## src/rtl/tsense_pkg.sv

```systemverilog
package tsense_pkg;

    typedef enum logic [2:0] {
        ST_OFF,
        ST_WARM,
        ST_SETTLE,
        ST_ON,
        ST_QUIESCE,
        ST_ASLEEP
    } seq_state_e;

    // Bit positions matter: out_en is bit 1, sens_en is bit 0.
    typedef struct packed {
        logic out_en;
        logic sens_en;
    } ctl_t;

    localparam longint unsigned US_PER_S = 64'd1_000_000;

    // Round up so the wait is never shorter than asked, and never zero.
    function automatic int unsigned us_to_cycles(longint unsigned clk_hz,
                                                 longint unsigned us);
        longint unsigned raw;
        raw = (clk_hz * us + US_PER_S - 64'd1) / US_PER_S;
        if (raw < 64'd1) raw = 64'd1;
        return int'(raw);
    endfunction

endpackage

```

## src/rtl/tsense_timer.sv

```systemverilog
module tsense_timer #(
    parameter int unsigned W = 8
) (
    input  logic         clk,
    input  logic         rst,
    input  logic         load,
    input  logic [W-1:0] load_val,
    output logic         expired
);
    logic [W-1:0] cnt_q;

    always_ff @(posedge clk) begin
        if (rst)
            cnt_q <= '0;
        else if (load)
            cnt_q <= load_val;
        else if (cnt_q != '0)
            cnt_q <= cnt_q - W'(1);
    end

    assign expired = (cnt_q == '0);
endmodule

```

## src/rtl/tsense_fsm.sv

```systemverilog
module tsense_fsm
    import tsense_pkg::*;
#(
    parameter int unsigned W      = 8,
    parameter int unsigned T1_CYC = 30,
    parameter int unsigned T2_CYC = 50
) (
    input  logic         clk,
    input  logic         rst,
    input  logic         req_valid,
    input  logic         req_en,
    input  logic         sleep_req,
    input  logic         wake_req,
    input  logic         expired,
    output logic         load,
    output logic [W-1:0] load_val,
    output seq_state_e   state
);
    localparam logic [W-1:0] T1_LOAD = W'(T1_CYC - 1);
    localparam logic [W-1:0] T2_LOAD = W'(T2_CYC - 1);

    seq_state_e st_q, st_d;
    logic       mode_q, mode_d;
    logic       accept;

    assign accept = req_valid && (req_en != mode_q);

    always_comb begin
        st_d     = st_q;
        mode_d   = mode_q;
        load     = 1'b0;
        load_val = '0;
        case (st_q)
            ST_QUIESCE: st_d = ST_ASLEEP;
            ST_ASLEEP: begin
                if (wake_req) begin
                    if (mode_q) begin
                        st_d     = ST_WARM;
                        load     = 1'b1;
                        load_val = T1_LOAD;
                    end else begin
                        st_d = ST_OFF;
                    end
                end
            end
            default: begin
                if (sleep_req) begin
                    st_d = ST_QUIESCE;
                end else if (accept) begin
                    mode_d = req_en;
                    if (req_en) begin
                        st_d     = ST_WARM;
                        load     = 1'b1;
                        load_val = T1_LOAD;
                    end else begin
                        st_d = ST_OFF;
                    end
                end else begin
                    case (st_q)
                        ST_WARM: if (expired) begin
                            st_d     = ST_SETTLE;
                            load     = 1'b1;
                            load_val = T2_LOAD;
                        end
                        ST_SETTLE: if (expired) st_d = ST_ON;
                        default: ;
                    endcase
                end
            end
        endcase
    end

    always_ff @(posedge clk) begin
        if (rst) begin
            st_q   <= ST_OFF;
            mode_q <= 1'b0;
        end else begin
            st_q   <= st_d;
            mode_q <= mode_d;
        end
    end

    assign state = st_q;
endmodule

```

## src/rtl/tsense_outdec.sv

```systemverilog
module tsense_outdec
    import tsense_pkg::*;
(
    input  seq_state_e state,
    output ctl_t       ctl,
    output logic       sens_rst,
    output logic       ready
);
    always_comb begin
        ctl      = '0;
        sens_rst = 1'b0;
        ready    = 1'b0;
        case (state)
            ST_WARM:   ctl.sens_en = 1'b1;
            ST_SETTLE: begin
                ctl.sens_en = 1'b1;
                ctl.out_en  = 1'b1;
            end
            ST_ON: begin
                ctl.sens_en = 1'b1;
                ctl.out_en  = 1'b1;
                ready       = 1'b1;
            end
            ST_ASLEEP: sens_rst = 1'b1;
            default: ;
        endcase
    end
endmodule

```

## src/rtl/tsense_seq.sv

```systemverilog
module tsense_seq
    import tsense_pkg::*;
#(
    parameter longint unsigned CLK_HZ    = 1_000_000,
    parameter longint unsigned WARM_US   = 30,
    parameter longint unsigned SETTLE_US = 50
) (
    input  logic       clk,
    input  logic       rst,
    input  logic       mode_req_valid,
    input  logic       mode_req_enable,
    input  logic       sleep_req,
    input  logic       wake_req,
    output logic [1:0] sensor_ctl,
    output logic       sensor_rst,
    output logic       sensor_ready
);
    localparam int unsigned T1_CYC = us_to_cycles(CLK_HZ, WARM_US);
    localparam int unsigned T2_CYC = us_to_cycles(CLK_HZ, SETTLE_US);
    localparam int unsigned T_MAX  = (T1_CYC > T2_CYC) ? T1_CYC : T2_CYC;
    localparam int unsigned CNT_W  = $clog2(T_MAX + 1);

    logic             load;
    logic [CNT_W-1:0] load_val;
    logic             expired;
    seq_state_e       state;
    ctl_t             ctl;

    tsense_timer #(.W(CNT_W)) u_timer (
        .clk      (clk),
        .rst      (rst),
        .load     (load),
        .load_val (load_val),
        .expired  (expired)
    );

    tsense_fsm #(.W(CNT_W), .T1_CYC(T1_CYC), .T2_CYC(T2_CYC)) u_fsm (
        .clk       (clk),
        .rst       (rst),
        .req_valid (mode_req_valid),
        .req_en    (mode_req_enable),
        .sleep_req (sleep_req),
        .wake_req  (wake_req),
        .expired   (expired),
        .load      (load),
        .load_val  (load_val),
        .state     (state)
    );

    tsense_outdec u_dec (
        .state    (state),
        .ctl      (ctl),
        .sens_rst (sensor_rst),
        .ready    (sensor_ready)
    );

    assign sensor_ctl = ctl;
endmodule

```

## config.mk

```make
export PLATFORM = sky130hd
export DESIGN_NAME = tsense_seq
export DESIGN_NICKNAME = d
export VERILOG_FILES = /design/src/rtl/tsense_pkg.sv /design/src/rtl/tsense_timer.sv /design/src/rtl/tsense_fsm.sv /design/src/rtl/tsense_outdec.sv /design/src/rtl/tsense_seq.sv
export SDC_FILE = /design/constraint.sdc
export NUM_CORES = 1
export LEC_CHECK = 0
export BUFFER_PORTS_ARGS = -buffer_cell sky130_fd_sc_hd__buf_2
export CAP_MARGIN = 20
export CORE_MARGIN = 2
export CORE_UTILIZATION = 45
export DETAILED_ROUTE_END_ITERATION = 8
export GPL_ROUTABILITY_DRIVEN = 0
export PLACE_DENSITY = 0.74
export SLEW_MARGIN = 20
export SYNTH_ARGS = -nofsm -noshare
export SYNTH_HDL_FRONTEND = slang
export SYNTH_SLANG_ARGS = --single-unit
```

## constraint.sdc

```tcl
create_clock -name clk -period 3.6 [get_ports clk]
set_input_delay 0.36 -clock clk [delete_from_list [all_inputs] [get_ports clk]]
set_output_delay 0.36 -clock clk [all_outputs]
set_load 0.05 [all_outputs]
```

==> impl.org, run 1 <==
** Outcome
- Status :: finished clean

** CTS
- Maximum buffer depth of the clock tree :: 2
- CTS placed an instance of clkbuf_4 at the clock tree root.
- CTS built an H-tree with a depth of 1.
- CTS tree :: done
- Number of clock buffers inserted by TritonCTS :: 3
- Clock transition at the registers of the reported paths :: 70 ps
- The number of gates resized after CTS was 0.
- Hold-fix buffers at CTS :: 0
- Post-CTS timing repair inserted 0 buffers for setup.
- Number of clock sinks :: 10
- At the later pin of the worst-skew pair, clock insertion delay measures 260 ps.

** Drt
- In the routed layout, each cell is associated on average with a via count of 5.61.
- DRT Wirelength :: 1.24 mm
- Average wire per cell in the routed design :: 12.8 um
- DR vias :: 544
- The first routing iteration left 11 violations.
- The first detailed-routing pass ran for 4 iterations.
- Post-route DRC violation count :: 0
- Antenna Nets Post-Route :: 0

** Synth
- Summing the areas of all xor and xnor instances in the mapped netlist gives 5.85% of the synthesized area.
- Most frequently used flop master after synthesis :: dfxtp_1
- Simple-gate share of the synthesized area :: 31.7%
- Post-synthesis sequential area ratio :: 33.4%
- Syn Std Cell Area :: 599 sq um
- Share of flip-flops with an asynchronous set or reset :: 0%
- The number of nets in the synthesized netlist is 79.
- By area, the combinational part of the netlist is dominated by simple AND/OR/NAND/NOR gates.
- Number of distinct library cell variants in the gate-level netlist after synthesis :: 35
- The average instance in the mapped netlist occupies 8.44 sq um.
- After technology mapping, the gate count stands at 71.
- Yosys warnings :: 0
- Flop and latch count out of synthesis :: 10
- Number of flops mapped to enable cells by yosys :: 0
- After synthesis, the share of cell area in mux cells is 1.67%.
- Summing the areas of all fa, ha and maj instances in the mapped netlist gives 4.18% of the synthesized area.
- Summing the areas of all compound-gate instances in the mapped netlist gives 18.6% of the synthesized area.

** Timing
- The number of pins with negative max-slew slack in the final report came to 0.
- Setup violations remaining at the end of the flow were counted as 0.
- The number of hold violations in the final report is 0.
- For the pin with the worst max-slew slack, the measured transition is 636 ps.
- Total Negative Setup Slacks :: 0 ps
- Between clock sinks in the finished design, the worst skew comes to 1.28 ps.
- Final critical path time including I/O delays and setup :: 1750 ps
- Post-route clock period utilization :: 48.7%
- Derived from the worst setup path, the maximum achievable clock frequency is 571 MHz.
- The worst pin sits at a relative slew slack of 57.2%.
- Setup repair after global routing left no endpoint under its margin.

** Worst setup path
- The setup path with the least slack is of type flip-flop to flip-flop.
- Kind of launch point of the worst setup path :: flip-flop
- Slack of the worst reg-to-reg path :: 1850 ps
- STA puts the critical path data arrival time at 1890 ps.
- The worst register-to-register path has a depth of 6.
- The worst register-to-register path begins at u_timer.cnt_q[0].
- Setup crit start :: u_timer.cnt_q[0]
- The endpoint identified for the worst register-to-register timing path is u_timer.cnt_q[0].
- Along the worst path, the maximum fanout reaches 7.
- For the worst setup path, the data required time is 3740 ps.
- The worst setup path is captured at a flip-flop.

** Cells and area
- Core utilization of the finished layout :: 54.4%
- The area growth from synthesis to layout is 15.2%.
- For this run, the post-layout net count is 91.
- Counting the fill cells in the layout gives 119.
- Multi-input logic area :: 372 sq um
- The number of antenna diodes in the final layout is 0.
- Most frequent cells in the layout :: dfxtp_1 (10), buf_2 (9), nor2_1 (7), inv_1 (5), a21oi_1 (5)
- Cells with a size suffix above 1 make up 19.5% of the layout.
- Across the whole layout, storage elements account for 200 sq um.
- Final cell count without fillers :: 97
- Leaving out fill and tap cells, the most frequent cell in the layout is dfxtp_1.

** Floorplan
- The floorplan step set the die height to 40.5 um.
- Core footprint :: 1270 sq um
- Die area :: 1640 sq um
- Cell row count :: 13
- The die is 40.5 um wide.
- Once the floorplan was initialized, standard cells occupied 47.2% of the core.
- For this design the top-level I/O count stands at 10.

** Placement
- HPWL reported at the end of detailed placement :: 897 um
- Post-placement cell count :: 93
- PortBufs :: 9

** Hold path
- Counting instances, the worst hold path has a depth of 3.
- The startpoint identified for the worst hold timing path is mode_req_enable.
- Tightest Hold Check Type :: primary input to flip-flop
- WHS Endpoint :: u_fsm.mode_q

** Global route
- Maximum number of pins on one net before global-route repair :: 11
- Total track usage :: 18.7%
- Global-route wire length before repair :: 2.02 mm
- The number of antenna violations at the first check in global routing is 0.
- Vias in the first global route :: 483
- Global-route congestion overflow total :: 0

** Power and ir drop
- Worst IR Drop VDD :: 283 uV
- Power per standard cell area :: 718 nW/um^2
- Pleak :: 0.300 nW

** Job
- The tool flagged a number of max-cap violations equal to 0.
## cell usage after synthesis, drive strengths merged (2+ instances only)
| cell type | count | area [sq um] |
|---|---|---|
| dfxtp | 10 | 200 |
| buf | 2 | 8.75 |
| nor2 | 7 | 26.3 |
| nand3 | 2 | 10.0 |
| a21oi | 6 | 33.8 |
| nand2b | 2 | 12.5 |
| nor3 | 3 | 15.0 |
| inv | 5 | 18.8 |
| nor2b | 2 | 12.5 |
| and2 | 2 | 12.5 |
| xnor2 | 2 | 17.5 |
| nand2 | 4 | 15.0 |
| ha | 2 | 25.0 |
| nand3b | 2 | 15.0 |
| xor2 | 2 | 17.5 |
## worst max-delay path by stage
| stage | end | slack (ps) | cells after the start |
|---|---|---|---|
| global route | u_timer.cnt_q[0] | 1720 | 6 |
| global placement | u_timer.cnt_q[0] | 1950 | 6 |
| detailed placement | u_timer.cnt_q[0] | 1900 | 6 |
| finish | u_timer.cnt_q[0] | 1850 | 6 |
| floorplan | sensor_ready | 1560 | 3 |
| CTS | u_timer.cnt_q[0] | 1870 | 6 |
## through the flow
stage	setup WS [ps]	power [mW]	hold WS, ps	cell area (sq um)
floorplan	1560	0.354	476	599
global placement	1950	0.387	494	654
detailed placement	1900	0.389	502	654
CTS	1870	0.496	373	691
global route	1720	0.531	398	691
finish	1850	0.496	368	691
## critical path: stages (launching register included)
cell and delay (ps):
dfxtp_1 330, inv_1 80, ha_1 140, nand2b_1 80, or4_1 560, nor4b_1 350
a311oi_1 80
## layer usage
layer  track usage [%]  wire (um)  up-vias
met4              10.0         22        0
met3              3.33         55        5
met5                 0          0        -
met2              31.0        606       16
met1              22.7        553      245
li1                  -          -      278
## registers in the layout, summed over array words and instances, names as in the netlist
name,flops
u_fsm.mode_q,1
u_fsm.state,3
u_timer.cnt_q,6
## logic make-up (layout without fill, tap and decap cells)
family	count (synthesis)	in the layout
mux	1	1
compound gates	14	14
flops	10	10
xor+xnor	4	4
fa+ha+maj	2	2
buf+inv	7	18
simple gates	33	33
## final cells by class
class	count	area share [%]
multi-input combinational	54	53.8
sequential	10	29.0
timing repair buffer	9	6.52
clock buffer	4	5.25
inverter	5	2.72
tap	15	2.72
## report_power, final
part	internal, mW	switching [mW]
logic	0.0995	0.121
clock network	0.0614	0.0403
registers	0.142	0.0323
total	0.303	0.193
Note: power is estimated with default switching activity, not from simulation.
==> inputs of run 2 (changes only) <==
- clock period: 3.6 -> 1.8 ns (I/O delays scaled with it)
==> run 2 against run 1 <==
Combinational power rose by 120%. Worst hold slack worse by 190 ps. Largest cell class unchanged. Total power up 110%. Largest power group unchanged. First-iteration DRC count fell by 45%.
==> impl.org, run 2 (synthesis gave the netlist of run 1 again) <==
** Outcome
- Status :: finished clean

** Cells and area
- The share of post-route cells with drive strength above 1 was 24.7% (+5.2 points).
- Number of nets in the finished design :: 94 (+3.3%)
- The flip-flop count of the largest register after layout came to 6 (unchanged).
- The library cells used most frequently in the layout, excluding fill and tap cells, are dfxtp_1 (10), buf_2 (9), nor2_1 (6), inv_1 (5), a21oi_1 (5).
- More flip-flops sit in one register than any other, and that register is u_timer.cnt_q.
- Commonest non-fill, non-tap cell in the layout :: dfxtp_1
- The end-of-flow core utilization is 56.7% (+2.3 points).
- The number of fillers in the final layout was 111 (-6.7%).
- Number of diodes :: 0 (unchanged)
- The area growth from synthesis to layout is 20.0%.

** Hold path
- Hold Path Cell Cnt :: 3 (unchanged)
- Startpoint of the worst hold path :: mode_req_enable
- The worst hold path terminates at u_fsm.mode_q.
- In this run the worst hold path is classified as primary input to flip-flop.

** CTS
- The number of clock sinks is 10 (unchanged).
- Total number of H-tree levels :: 1 (unchanged)
- Number of clock buffers inserted by TritonCTS :: 3 (unchanged)
- Clock transition at the registers of the reported paths :: 70 ps (about the same)
- Insertion delay of the later-clocked pin in the worst-skew pair :: 260 ps (about the same)
- CTS tree :: done
- The clock tree buffer depth is 2 (unchanged).
- The post-CTS setup repair buffer count came to 0 (unchanged).
- Clock root buffer :: clkbuf_4

** Power and ir drop
- Pleak :: 0.315 nW (+5.2%)
- The power density normalized to cell area was 1430 nW/um^2 (+100%).
- The maximum resistive drop on vdd is 813 uV (+190%).

** Floorplan
- The I/O pin count came to 10 (unchanged).
- Die area :: 1640 sq um (unchanged)
- Height of the chip :: 40.5 um (unchanged)
- The initial core utilization came to 47.2% (unchanged).
- Cell row count :: 13 (unchanged)
- The placeable core area is 1270 sq um (unchanged).
- Die X-Extent :: 40.5 um (unchanged)

** Worst setup path
- Reg2Reg Depth :: 6 (unchanged)
- The worst setup path is captured at a flip-flop.
- The internal reg-to-reg setup slack is 150 ps (-1690 ps).
- Maximum fanout count along the critical path :: 7 (unchanged)
- Data required, critical path :: 1940 ps (-1800 ps)
- The worst endpoint data arrival time was 1790 ps (-100 ps).
- The worst setup path is launched from a flip-flop.
- Endpoint of the worst-slack reg-to-reg timing path :: u_timer.cnt_q[0]
- Startpoint of the worst register-to-register path :: u_timer.cnt_q[0]
- The critical path is of the flip-flop to flip-flop type.

** Timing
- Final critical path time including I/O delays and setup :: 1650 ps (-106 ps)
- The number of hold violations in the final report is 0 (unchanged).
- The final worst-path cycle share came to 91.4% (+43 points).
- The clock skew is 1.07 ps (-0.211 ps).
- The slew at the pin with the worst max-slew slack came to 298 ps (-338 ps).
- The final setup violation count is 0 (unchanged).
- Setup repair after global routing left no endpoint under its margin.
- The worst slew margin relative to its limit came to 80.1% (+23 points).
- Peak clock frequency supported by timing :: 608 MHz (+6.4%)
- The number of pins with negative max-slew slack in the final report came to 0 (unchanged).
- The final setup TNS is 0 ps (unchanged).

** Placement
- HPWL reported at the end of detailed placement :: 949 um (+5.8%)
- The count of input and output buffers was 9 (unchanged).

** Global route
- Vias in the first global route :: 439 (-9.1%)
- Global-route congestion overflow total :: 0 (unchanged)
- Maximum number of pins on one net before global-route repair :: 11 (unchanged)
- The number of antenna violations at the first check in global routing was 0 (unchanged).
- Global-route wire length before repair :: 1.86 mm (-7.8%)
- The overall global routing resource usage came to 17.5% (-1.2 points).

** Drt
- Number of search-and-repair iterations in the first detailed-routing pass :: 4 (unchanged)
- Vias per Instance :: 5.53 (-1.4%)
- DR vias :: 553 (+1.7%)
- The remaining antenna violation count is 0 (unchanged).
- DRT Wirelength :: 1.21 mm (-2.2%)
- Average wire per cell in the routed design :: 12.1 um (-5.1%)
- The number of DRC markers after the initial detailed-route iteration is 6 (-5).
- Post-route DRC violation count :: 0 (unchanged)

** Job
- The max-capacitance violation count came to 0 (unchanged).
## run 2: cell count changes in the layout (fill, tap and decap cells not counted)
cell and delta:
or4_4 +1, or4_1 -1, buf_4 +3, nor2_1 -1
nor2_2 +1
## run 2: worst max-delay path: stages (launching register included)
cell,delay [ps]
dfxtp_1,330
inv_1,80
ha_1,140
nand2b_1,80
or4_4,470
nor4b_1,330
a311oi_1,90
## run 2: cell type report
type	instances	area [sq um]	area share [%]
multi-input combinational	54	378	52.5
inverter	5	18.8	2.61
sequential	10	200	27.8
tap	15	18.8	2.61
clock buffer	4	36.3	5.04
timing repair buffer	12	67.6	9.39
## run 2: worst max path at each step
stage                           startpoint          endpoint  depth (start not counted)
after detailed placement  u_timer.cnt_q[0]  u_timer.cnt_q[0]                          6
after global routing      u_timer.cnt_q[0]  u_timer.cnt_q[0]                          6
after floorplan             u_fsm.state[1]      sensor_ready                          3
after global placement    u_timer.cnt_q[0]  u_timer.cnt_q[0]                          6
after CTS                 u_timer.cnt_q[0]  u_timer.cnt_q[0]                          6
final                     u_timer.cnt_q[0]  u_timer.cnt_q[0]                          6
## run 2: stage by stage
stage                     area [sq um]  hold WS (ps)  cells  power [mW]  setup WS [ps]
final                              719           182    100        1.03            154
after CTS                          716           185    100        1.02           53.5
after detailed placement           679           460     96       0.820           69.8
after floorplan                    602           327     71       0.708            190
after global placement             679           454     96       0.804            156
after global routing               719           197    100        1.11           59.8
## run 2: per-layer routing
| layer | track usage [%] | routed length, um | up-vias |
|---|---|---|---|
| li1 | - | - | 286 |
| met1 | 21.2 | 571 | 254 |
| met2 | 28.6 | 582 | 9 |
| met3 | 3.33 | 31 | 4 |
| met4 | 10.0 | 25 | 0 |
| met5 | 0 | 0 | - |
## run 2: power breakdown
part / switching, mW / internal, mW
Combinational: 0.247 / 0.235
Clock: 0.0801 / 0.123
Sequential: 0.0622 / 0.284
Total: 0.389 / 0.642
## run 2: timing repair
action	in CTS	in global routing
endpoints found under the setup margin	0	1
resized for setup	0	1
hold buffers	0	0
==> inputs of run 3 (changes only) <==
- ABC_AREA: default -> 1
==> run 3 against run 2 <==
Global-route usage down 1.5 points. Critical path type unchanged. Combinational power up 20%. First-iteration DRC count rose to 5.5 times the previous value. Worst setup slack better by 180 ps. Sequential power up 2%. Synthesized cell count up 39%. Wire length up 7.7%. Sequential cell count unchanged. Count of clock-buffer cells in the layout unchanged. Via count up 16%. Fmax up 12%. Die area up 6.9%.
==> impl.org, run 3 <==
** Synth
- In the post-synthesis netlist, the biggest area contributors are dfxtp_1 (31%), nand2_1 (15%), nor2_1 (8.7%), nand3_1 (7.8%), inv_1 (6.4%).
- The post-synthesis register bit count was 10 (unchanged).
- The post-synthesis average cell area came to 6.52 sq um (-23%).
- The most common cell in the synthesized netlist is nand2_1.
- The async set or reset register ratio after synthesis is 0% (unchanged).
- The number of standard cells after synthesis came to 99 (+39%).
- The number of synthesized flops with an enable pin is 0 (unchanged).
- Most frequently used flop master after synthesis :: dfxtp_1
- The post-synthesis cell area came to 646 sq um (+7.7%).
- The commonest cells after synthesis are nand2_1 (25), nor2_1 (15), inv_1 (11).
- Post-synthesis sequential area ratio :: 31.0% (-2.4 points)
- Top cell type's share of synthesized area :: 31.0% (-2.4 points)
- Yosys warnings :: 0 (unchanged)
- The net count of the mapped netlist came to 107 (+35%).
- The distinct cell type count after synthesis came to 20 (-43%).
- dfxtp_1 takes more of the synthesized area than any other cell.

** Timing
- Final critical path time including I/O delays and setup :: 1470 ps (-180 ps)
- Worst relative slew slack :: 81.9% (+1.8 points)
- Worst clock skew on the final layout :: 3.15 ps (+2.08 ps)
- The final setup TNS was 0 ps (unchanged).
- Final hold viol count :: 0 (unchanged)
- The slew at the pin with the worst max-slew slack is 271 ps (-26.5 ps).
- The final worst-path cycle share came to 81.4% (-10 points).
- Peak clock frequency supported by timing :: 682 MHz (+12%)
- Worst hold slack :: 130 ps (-51.7 ps)
- The number of pins with negative max-slew slack in the final report was 0 (unchanged).
- The final setup violation count was 0 (unchanged).
- Setup repair after global routing missed its margin :: no

** Worst setup path
- The most numerous cell type found on the critical path is nand2_1.
- The critical path's largest stage delay came to 300 ps (-170 ps).
- In this run the critical register-to-register path is launched from u_timer.cnt_q[0].
- The depth of the worst register-to-register path came to 9 (+3).
- Data required, critical path :: 1960 ps (+20 ps)
- On the critical path, the stage with the largest delay is an instance of dfxtp_1.
- The endpoint identified for the worst register-to-register timing path is u_fsm.state[0].
- Maximum fanout count along the critical path :: 6 (-1)
- Kind of launch point of the worst setup path :: flip-flop
- The critical path is of the flip-flop to flip-flop type.
- Signal arrival time at the worst endpoint :: 1630 ps (-160 ps)
- Cell-by-cell trace of the critical path :: inv_1 -> ha_1 -> nand3_1 -> nand2_1 -> nand2_1 -> nand2_1 -> nand2_2 -> nor2_1 -> nor2_1
- The internal reg-to-reg setup slack is 330 ps (+180 ps).
- Critical Path Sink Type :: flip-flop

** Drt
- The number of DRC markers after the initial detailed-route iteration is 33 (+27).
- The wire length reported by the detailed router was 1.30 mm (+7.7%).
- DR vias :: 639 (+16%)
- Post-route DRC violation count :: 0 (unchanged)
- The via density per instance came to 5.07 (-8.3%).
- The remaining antenna violation count came to 0 (unchanged).
- The count of TritonRoute iterations in the first routing pass came to 5 (+1).
- Average wire per cell in the routed design :: 10.3 um (-15%)

** Global route
- Total track usage :: 16.0% (-1.5 points)
- The number of antenna violations at the first check in global routing came to 0 (unchanged).
- The via count of the first global-routing pass is 569 (+30%).
- The pin count of the biggest net entering global routing came to 7 (-4).
- Global-route wire length before repair :: 2.20 mm (+18%)
- Global-route congestion overflow total :: 0 (unchanged)

** Cells and area
- The antenna diode instance count came to 0 (unchanged).
- Ranked by flip-flop count, first place goes to u_timer.cnt_q.
- Fraction of final layout cells sized beyond drive strength 1 :: 19.8% (-4.9 points)
- Post-route cell area :: 734 sq um (+2.1%)
- Most frequent cells in the layout :: nand2_1 (25), nor2_1 (15), inv_1 (11), nand3_1 (10), dfxtp_1 (10)
- Relative to the synthesized area, the layout overhead comes to 13.8%.
- Number of nets in the finished design :: 120 (+28%)
- Commonest non-fill, non-tap cell in the layout :: nand2_1
- The final standard cell count with taps included and fillers excluded was 126 (+26%).
- Flip-flop count of the largest register, all copies and words added :: 6 (unchanged)

** Placement
- The placed wire-length estimate was 1.01 mm (+6.2%).
- PortBufs :: 9 (unchanged)
- The number of cells after detailed placement came to 122 (+27%).
- The total placed instance area was 698 sq um (+2.8%).

** Power and ir drop
- The power density normalized to cell area is 1550 nW/um^2 (+8.1%).
- Worst IR Drop VDD :: 985 uV (+21%)
- The reported leakage power is 0.383 nW (+21%).

** Floorplan
- The initial core utilization is 49.0% (+1.8 points).
- The floorplan die area came to 1750 sq um (+6.9%).
- Top-Level Pins :: 10 (unchanged)
- Cell row count :: 13 (unchanged)
- Core footprint :: 1320 sq um (+3.8%)
- The floorplan die width is 41.9 um (+3.4%).
- Height of the chip :: 41.9 um (+3.4%)

** Hold path
- Hold Path Cell Cnt :: 2 (-1)
- The worst hold path begins at rst.
- WHS Endpoint :: u_fsm.mode_q
- The tightest min-delay check is of the primary input to flip-flop type.

** CTS
- The clock network latency to the later pin of the worst-skew pair came to 270 ps (about the same).
- The post-cts repair resize count is 0 (unchanged).
- The post-CTS setup repair buffer count is 0 (unchanged).
- Number of clock buffers inserted by TritonCTS :: 3 (unchanged)
- Total number of H-tree levels :: 1 (unchanged)
- Hold-fix buffers at CTS :: 0 (unchanged)
- Clock root buffer :: clkbuf_4
- The number of clock sinks was 10 (unchanged).
- The clock edge transition at the registers on the reported setup and hold paths is 70 ps (about the same).
- Maximum buffer depth of the clock tree :: 2 (unchanged)
- CTS tree :: done

** Job
- Max Cap Violations :: 0 (unchanged)

** Outcome
- Status :: finished clean
## run 3: changes by cell type in the layout (fill, tap and decap cells not counted), sizes merged, moves of 3 or more
cell	delta
o21ai	+4
buf	-3
nor2	+10
nand2	+23
nand3	+9
inv	+8
nor3	-3
## run 3: layout make-up
| type | count | area [sq um] |
|---|---|---|
| inverters | 13 | 48.8 |
| clock buffers | 4 | 36.3 |
| multi-input cells | 75 | 385 |
| well taps | 15 | 18.8 |
| flip-flops and latches | 10 | 200 |
| fillers | 120 | 583 |
| repair buffers | 9 | 45.0 |
## run 3: cell families after synthesis
family	count (synthesis)	share of synthesized area [%]
simple gates	57	39.5
buf+inv	14	9.30
compound gates	11	9.50
flops	10	31.0
xor+xnor	5	6.78
fa+ha+maj	2	3.88
## run 3: how the worst max path moves through the flow
stage | cells past startpoint | slack, ps | end | startpoint
3_3_place_gp | 9 | 350 | u_fsm.state[0] | u_timer.cnt_q[0]
5_1_grt | 9 | 220 | u_fsm.state[0] | u_timer.cnt_q[0]
4_1_cts | 9 | 330 | u_fsm.state[0] | u_timer.cnt_q[0]
3_5_place_dp | 9 | 330 | u_fsm.state[0] | u_timer.cnt_q[0]
6_report | 9 | 330 | u_fsm.state[0] | u_timer.cnt_q[0]
2_1_floorplan | 7 | 360 | u_timer.cnt_q[5] | u_fsm.state[2]
## run 3: power by group
part           switching [mW]  total (mW)  internal [mW]
Clock                  0.0838       0.207          0.123
Sequential             0.0568       0.352          0.295
Combinational           0.340       0.579          0.239
Total                   0.481        1.14          0.657
## run 3: metal layers
metal,global-route usage [%],routed length (um),vias up
met5,0,0,-
met4,9.68,27,0
met3,1.30,82,4
met2,26.6,595,29
met1,19.9,599,274
li1,-,-,332
## run 3: worst max-delay path: cells and delay by family (launching register included)
| family | cells | cell delay, ps |
|---|---|---|
| fa+ha+maj | 1 | 170 |
| buf+inv | 1 | 140 |
| flops | 1 | 300 |
| simple gates | 7 | 750 |
## run 3: stage by stage
stage                     util (%)  power [mW]  setup slack [ps]
after floorplan                  -       0.832               358
after global placement        53.0       0.930               355
after detailed placement      53.0       0.937               334
after CTS                     55.7        1.14               328
after global routing          55.7        1.25               222
final                         55.7        1.14               335
